[src/rtl/lfsr_noise_pkg.sv]
package lfsr_noise_pkg;

  // Strobes from control to datapath
  typedef struct packed {
    logic loadSeed;
    logic advance;
  } lfsrStrobe_t;

  function automatic int regLen(input int sel, input int custLen);
    case (sel)
      0:       return 23;
      1:       return 31;
      default: return custLen;
    endcase
  endfunction

  function automatic int regTap(input int sel, input int custTap);
    case (sel)
      0:       return 18;
      1:       return 28;
      default: return custTap;
    endcase
  endfunction

  // Word width: 0 or out-of-range means full register width
  function automatic int wordWidth(input int req, input int len);
    return (req <= 0 || req > len) ? len : req;
  endfunction

endpackage

[src/rtl/lfsr_noise_jump.sv]
// Combinational look-ahead: STEPS single shifts unrolled into XOR stages.
module lfsr_noise_jump #(
  parameter int LEN   = 23,
  parameter int TAP   = 18,
  parameter int STEPS = 23
) (
  input  logic [LEN-1:0] stateIn,
  output logic [LEN-1:0] stateOut
);

  logic [LEN-1:0] chain [STEPS+1];

  assign chain[0] = stateIn;

  for (genvar g = 0; g < STEPS; g++) begin : g_shift
    assign chain[g+1] = {chain[g][LEN-2:0], chain[g][LEN-1] ^ chain[g][TAP-1]};
  end

  assign stateOut = chain[STEPS];

endmodule

[src/rtl/lfsr_noise_ctrl.sv]
module lfsr_noise_ctrl
  import lfsr_noise_pkg::*;
(
  input  logic        clk,
  input  logic        rst,
  input  logic        sampleEn,
  input  logic        seedLoad,
  output lfsrStrobe_t strobe,
  output logic        noiseValid
);

  // A load always wins over a sample strobe
  always_comb begin
    strobe.loadSeed = seedLoad;
    strobe.advance  = sampleEn & ~seedLoad;
  end

  always_ff @(posedge clk) begin
    if (rst) noiseValid <= 1'b0;
    else     noiseValid <= strobe.advance;
  end

  AST_LOAD_BLOCKS_VALID: assert property (@(posedge clk) disable iff (rst)
    seedLoad |=> !noiseValid);

endmodule

[src/rtl/lfsr_noise_datapath.sv]
module lfsr_noise_datapath
  import lfsr_noise_pkg::*;
#(
  parameter int             LEN      = 23,
  parameter int             TAP      = 18,
  parameter int             OUT_W    = 23,
  parameter logic [LEN-1:0] SEED_DEF = 1
) (
  input  logic              clk,
  input  logic              rst,
  input  lfsrStrobe_t       strobe,
  input  logic [LEN-1:0]    seedIn,
  output logic [OUT_W-1:0]  noiseWord,
  output logic [LEN-1:0]    stateQ
);

  logic [LEN-1:0] jumped;
  logic [LEN-1:0] loadVal;

  lfsr_noise_jump #(
    .LEN  (LEN),
    .TAP  (TAP),
    .STEPS(OUT_W)
  ) i_jump (
    .stateIn (stateQ),
    .stateOut(jumped)
  );

  // Zero seed would lock the register; substitute the default
  assign loadVal = (seedIn == '0) ? SEED_DEF : seedIn;

  always_ff @(posedge clk) begin
    if (rst) begin
      stateQ    <= SEED_DEF;
      noiseWord <= '0;
    end else if (strobe.loadSeed) begin
      stateQ    <= loadVal;
    end else if (strobe.advance) begin
      stateQ    <= jumped;
      noiseWord <= jumped[OUT_W-1:0];
    end
  end

  AST_STATE_NONZERO: assert property (@(posedge clk) disable iff (rst)
    stateQ != '0);

  AST_IDLE_HOLD: assert property (@(posedge clk) disable iff (rst)
    (!strobe.advance && !strobe.loadSeed) |=> ($stable(stateQ) && $stable(noiseWord)));

  AST_LOAD_SEED: assert property (@(posedge clk) disable iff (rst)
    (strobe.loadSeed && seedIn != '0) |=> stateQ == $past(seedIn));

  AST_LOAD_ZERO: assert property (@(posedge clk) disable iff (rst)
    (strobe.loadSeed && seedIn == '0) |=> stateQ == SEED_DEF);

  AST_LOAD_KEEPS_WORD: assert property (@(posedge clk) disable iff (rst)
    strobe.loadSeed |=> $stable(noiseWord));

  if (OUT_W < LEN) begin : g_carry_chk
    AST_SHIFT_CARRY: assert property (@(posedge clk) disable iff (rst)
      strobe.advance |=> stateQ[LEN-1:OUT_W] == $past(stateQ[LEN-1-OUT_W:0]));
  end

endmodule

[src/rtl/lfsr_noise_gen.sv]
module lfsr_noise_gen
  import lfsr_noise_pkg::*;
#(
  parameter int          POLY_SEL     = 0,
  parameter int          CUST_LEN     = 7,
  parameter int          CUST_TAP     = 6,
  parameter int          WORD_W       = 0,
  parameter logic [63:0] DEFAULT_SEED = 64'h1,
  localparam int         LEN          = regLen(POLY_SEL, CUST_LEN),
  localparam int         OUT_W        = wordWidth(WORD_W, LEN)
) (
  input  logic             clk,
  input  logic             rst,
  input  logic             sampleEn,
  input  logic             seedLoad,
  input  logic [LEN-1:0]   seedIn,
  output logic [OUT_W-1:0] noiseWord,
  output logic             noiseValid
);

  localparam int             TAP      = regTap(POLY_SEL, CUST_TAP);
  localparam logic [LEN-1:0] SEED_DEF = DEFAULT_SEED[LEN-1:0];

  lfsrStrobe_t    strobe;
  logic [LEN-1:0] stateQ;

  lfsr_noise_ctrl i_ctrl (
    .clk       (clk),
    .rst       (rst),
    .sampleEn  (sampleEn),
    .seedLoad  (seedLoad),
    .strobe    (strobe),
    .noiseValid(noiseValid)
  );

  lfsr_noise_datapath #(
    .LEN     (LEN),
    .TAP     (TAP),
    .OUT_W   (OUT_W),
    .SEED_DEF(SEED_DEF)
  ) i_datapath (
    .clk      (clk),
    .rst      (rst),
    .strobe   (strobe),
    .seedIn   (seedIn),
    .noiseWord(noiseWord),
    .stateQ   (stateQ)
  );

  AST_WORD_TRACKS_STATE: assert property (@(posedge clk) disable iff (rst)
    noiseValid |-> noiseWord == stateQ[OUT_W-1:0]);

endmodule

[config.mk]
export PLATFORM = sky130hd
export DESIGN_NAME = lfsr_noise_gen
export DESIGN_NICKNAME = d
export VERILOG_FILES = /design/src/rtl/lfsr_noise_pkg.sv /design/src/rtl/lfsr_noise_jump.sv /design/src/rtl/lfsr_noise_ctrl.sv /design/src/rtl/lfsr_noise_datapath.sv /design/src/rtl/lfsr_noise_gen.sv
export SDC_FILE = /design/constraint.sdc
export NUM_CORES = 1
export LEC_CHECK = 0
export ABC_AREA = 1
export BUFFER_PORTS_ARGS = -buffer_cell sky130_fd_sc_hd__buf_2
export CORE_ASPECT_RATIO = 1.5
export CORE_MARGIN = 1
export CORE_UTILIZATION = 25
export CTS_BUF_LIST = sky130_fd_sc_hd__clkbuf_4 sky130_fd_sc_hd__clkbuf_8
export CTS_CLUSTER_SIZE = 14
export DETAILED_ROUTE_END_ITERATION = 7
export GPL_TIMING_DRIVEN = 0
export PLACE_DENSITY = 0.45
export RECOVER_POWER = 100
export SLEW_MARGIN = 25
export SYNTH_ARGS = -nofsm -noshare
export SYNTH_HDL_FRONTEND = slang
export SYNTH_HIERARCHICAL = 1
export SYNTH_SLANG_ARGS = --single-unit
[constraint.sdc]
create_clock -name clk -period 3.5 [get_ports clk]
set_clock_uncertainty 0.1 [all_clocks]
set_input_delay 0.7 -clock clk [delete_from_list [all_inputs] [get_ports clk]]
set_output_delay 0.7 -clock clk [all_outputs]
set_load 0.02 [all_outputs]
== Word-level counts from Yosys, hierarchy flattened ==
Index checks and enable logic that the tools add are counted.

* Word-level logic and storage cells: 34
* Bits of input ports: 27
* Output and inout bits: 24
* Flip-flop bits (word level): 47

* Reductions and logical operators: 3
* Bitwise operators: 25
* Mux-type cells: 3

{| class="wikitable"
|+ Operator list
! cell !! number
|-
| $mux W23 || 3
|-
| $logic_not A23 Y1 || 1
|-
| $xor A1 B1 Y1 || 23
|-
| $reduce_and A2 Y1 || 1
|-
| $reduce_bool A2 Y1 || 1
|-
| $and A1 B1 Y1 || 1
|-
| $not A1 Y1 || 1
|}

== Logic depth before layout (Yosys ltp) ==
* Word-level depth: 4
* Mapped depth: 10

== Modules after synthesis ==
Netlist, hierarchy kept.

{| class="wikitable"
|+ Modules (own cells, without submodules)
! module !! area each (µm²) !! times used !! cells each
|-
| lfsr_noise_datapath || 1904.3 || 1 || 277
|-
| lfsr_noise_jump || 345.3 || 1 || 68
|-
| lfsr_noise_ctrl || 47.5 || 1 || 6
|}

== Worst setup path before layout ==
No wires, ideal clock.

* Path kind: input to register
* Start: in seedLoad
* End: reg i_datapath.stateQ[15]
* Path buffers: 2
* Stages: 9
* Slack: 1.927 ns
* Data arrival time: 1.416 ns
* Path through: buf_4 -> inv_2 -> nand2_4 -> inv_2 -> buf_4 -> nand2_1 -> nand3_1 -> nand2_1 -> inv_1

* Word-level cells in the longest chain between the ends: 3

{| class="wikitable"
|+ RTL lines
! element !! RTL line !! source
|-
| start, declared || lfsr_noise_gen.sv:15 || <nowiki>input logic seedLoad,</nowiki>
|-
| $not A1 Y1 (no line) || - ||
|-
| $and A1 B1 Y1 || lfsr_noise_ctrl.sv:15 || <nowiki>strobe.advance = sampleEn & ~seedLoad;</nowiki>
|-
| $reduce_bool A2 Y1 (no line) || - ||
|-
| end signal, assigned || lfsr_noise_datapath.sv:37 || <nowiki>stateQ <= loadVal;</nowiki>
|-
| end signal, assigned || lfsr_noise_datapath.sv:39 || <nowiki>stateQ <= jumped;</nowiki>
|-
| end, declared || lfsr_noise_datapath.sv:14 || <nowiki>output logic [LEN-1:0] stateQ</nowiki>
|}

Parallel ways exist; a longest one is shown, timed or not.
A chain may end at the register's enable or synchronous reset.

== Final worst setup path ==
* Start: in seedLoad
* End: reg i_datapath.stateQ[2]

Same word-level chain as after synthesis.

==> impl.org <==
** Run status
- The flow ran to the end, and the final reports show no timing, DRC or antenna violations.

** Setup path
- Startpoint type of the worst setup path :: input pin
- Arr. time, crit path :: 2.27 ns
- Data on the critical path is required at its endpoint by 3.67 ns.
- CP endpoint kind :: flop
- The worst setup path is of the input pin to flop kind.
- Maximum fanout count along the critical path :: 10

** Detailed routing
- Drt drc :: 0
- The first detailed-routing pass ran for 4 iterations.
- Antenna viol nets, final :: 0
- Length of routed wiring on met1 :: 3070 um
- Dividing the detail-routed wire length by the instance count gives 13.1 um.
- In this run the top signal layer used is met4.
- For this block, the initial DRC count from the detailed router was 121.
- The detailed router placed 2,277 vias in this run.
- Sum of routed wire length over all layers :: 6820 um
- After detailed routing, the met3 layer carries 277 um of wire.
- Using the TritonRoute via totals, the vias-per-cell ratio works out to 4.39.
- Sum of met2 wire segment lengths after detailed routing :: 3330 um

** Run
- Max Cap Violations :: 0

** STA
- The total count of max-transition violations in the final report was 0.
- Setup repair after global routing left no endpoint under its margin.
- Setup total negative slack on the finished layout was measured at 0 ns.
- Fin worst setup slack :: 1.40 ns
- Number of hold-slack violations in the final timing report :: 0
- Maximum clock rate :: 0.475 GHz
- For the pin with the worst max-slew slack, the measured transition is approximately 0.63 ns.
- Setup violators final :: 0
- The smallest clock period supported by the final layout is computed as 2.10 ns.
- Headroom to the max-slew limit came out at 58.2%.
- The worst path uses 60.1% of the clock period.

** Global routing
- The number of global-route vias before repair is ~2.2k.
- Entering global routing, the biggest net connects 15 pins.
- Initial antenna violation count :: 0
- Overall Global Routing Usage :: 15.3%
- First-pass GRT wire length :: 10,900 um
- Total gr overflow :: 0

** Finish
- Commonest cells after routing, fill and taps aside :: nand2_1 (123), nand3_1 (53), dfxtp_1 (47)
- Final std cell area, no fill :: between 0.002 and 0.003 sq mm
- Area added between synthesis and finish :: 19.7%
- The final layout contains 435 nets.
- Fillcell total :: 1,032
- Measured on the finished design, the core utilization comes to 31.0%.
- Share of layout cells above drive strength 1 :: 13.0%
- Leaving out fill and tap cells, the most frequent cell in the layout is nand2_1.
- Antenna diode count :: 0

** Pwr
- Power per cell area :: 431 mW/mm^2
- The design draws 1180 uW.
- Peak supply drop :: 163 uV
- Summed over all cells, the static leakage comes to 0.00140 uW.

** Placed design
- After detailed placement, the total cell area comes to 0.00269 sq mm.
- Prior to clock tree synthesis, the placed netlist has a worst setup slack of 1.58 ns.
- Detailed-placement wirelength estimate :: between 5000 and 6000 um
- The congestion estimate from routability-driven global placement came to 0.785.
- I/O Buffers :: 50

** Clock network
- Root cell of the clock tree :: clkbuf_8
- For the worst-skew pair, the clock arrives at the later sink with an insertion delay of 0.31 ns.
- The clock passes through at most 2 buffers.
- The tree built by TritonCTS fans out to 47 sinks.
- CTS tree :: done
- Number of cells upsized or downsized after cts :: 0
- Num CTS Buffers :: 5
- Buffers inserted by post-CTS timing repair :: 0
- Clock Pin Slew Worst Setup and Hold Paths :: 0.09 ns
- For this design, the CTS-stage hold fixing added 0 buffers.
- H-tree depth reported by CTS :: 2

** Floorplan
- The die is about 80 um wide.
- Initial core utilization :: 25.9%
- Standard-cell rows :: 42
- Die Height :: approximately 120 um
- Floorplan die area :: 0.00958 sq mm
- IO Pins :: 51
- The core region is about 0.0089 sq mm.

** Synth
- Counting every net in the synthesized netlist gives 378.
- The synthesized netlist devotes 5.83% of its cell area to compound gates.
- Average size of a mapped cell :: 6.54 sq um
- Post-synthesis share of cell area spent on xor and xnor gates :: 4.96%
- Main combinational cell family by area after synthesis :: simple AND/OR/NAND/NOR gates
- Total standard cell area after synthesis :: 0.00230 sq mm
- Area fraction in and, or, nand and nor cells after synthesis :: between 30% and 40%
- Cells after synthesis :: 351
- In this run the biggest area consumer among cell types represents 41.0% of the synthesized area.
- After synthesis the netlist holds a flip-flop and latch count of 47.
- Synthesized-area fraction occupied by adder cells :: 0%
- Share of the yosys chip area belonging to registers :: 41.0%
- Of the post-synthesis cell area, the part taken by muxes is 0%.
- Synth unique cells :: 19
- Yosys printed 6 warnings.
- By area the synthesized netlist is led by dfxtp_1 (41%), nand2_1 (20%), nand3_1 (12%).
- The biggest area contributor in the post-synthesis netlist is dfxtp_1.

** Min path
- The path class of the tightest hold or removal check is flop to flop.
worst max-delay path, stage by stage:
cell and delay (ns):
buf_2 0.10, buf_4 0.14, inv_2 0.11, nand2_1 0.22
inv_1 0.13, clkbuf_1 0.43, nand2_1 0.18, o211ai_1 0.12
nand2_1 0.06, inv_1 0.06
cells by family after synthesis:
logic type,Yosys count
xor+xnor,13
simple gates,199
compound gates,26
flops,47
buf+inv,66
layer usage:
layer / up-vias / GRT usage, %
li1: 1195 / -
met1: 1017 / 17.9
met2: 57 / 26.5
met3: 8 / 2.76
met4: 0 / 6.58
met5: - / 0
flip-flops by register name, indices dropped and copies added (netlist names):
register,count
i_datapath/noiseWord,23
i_ctrl/noiseValid,1
i_datapath/stateQ,23
synth_stat cells:
master,number
a21oi_1,23
a31oi_1,1
buf_1,2
buf_2,6
buf_4,2
buf_6,1
clkbuf_1,4
dfxtp_1,47
inv_1,42
inv_2,9
nand2_1,121
nand2_2,6
nand2_4,1
nand3_1,53
nor2_1,17
nor2_2,1
o211ai_1,1
o21ai_0,1
xor2_1,13
cell type report:
| type | count | area, sq um | area share [%] |
|---|---|---|---|
| Buffer | 15 | 66.3 | 2.41 |
| Clock buffer | 6 | 82.6 | 3.00 |
| Clock inverter | 2 | 35.0 | 1.27 |
| Inverter | 51 | 191 | 6.96 |
| Multi-Input combinational cell | 238 | 1080 | 39.1 |
| Sequential cell | 47 | 941 | 34.2 |
| Tap cell | 110 | 138 | 5.00 |
| Timing Repair Buffer | 50 | 220 | 8.01 |
power by group:
part | internal, uW | total [uW] | switching (uW)
Clock | 231 | 426 | 194
Sequential | 560 | 587 | 27.2
Combinational | 63.3 | 172 | 108
Total | 855 | 1180 | 330
through the flow:
stage	instances	hold slack, ns
global placement	511	0.350
global route	519	0.380
finish	519	0.370
detailed placement	511	0.352
CTS	519	0.367
floorplan	351	0.405
path summary, 6_finish.rpt:
| kind | start | end | slack, ns | depth (start not counted) |
|---|---|---|---|---|
| worst max-delay path | seedLoad | i_datapath/stateQ[2] | 1.40 | 10 |
| worst min-delay path | i_datapath/noiseWord[13] | i_datapath/noiseWord[13] | 0.37 | 2 |
| worst max register to register | i_datapath/stateQ[13] | i_datapath/stateQ[0] | 2.21 | 9 |
| worst min register to register | i_datapath/noiseWord[13] | i_datapath/noiseWord[13] | 0.37 | 2 |
No activity file was read; power rests on OpenSTA's default activity.
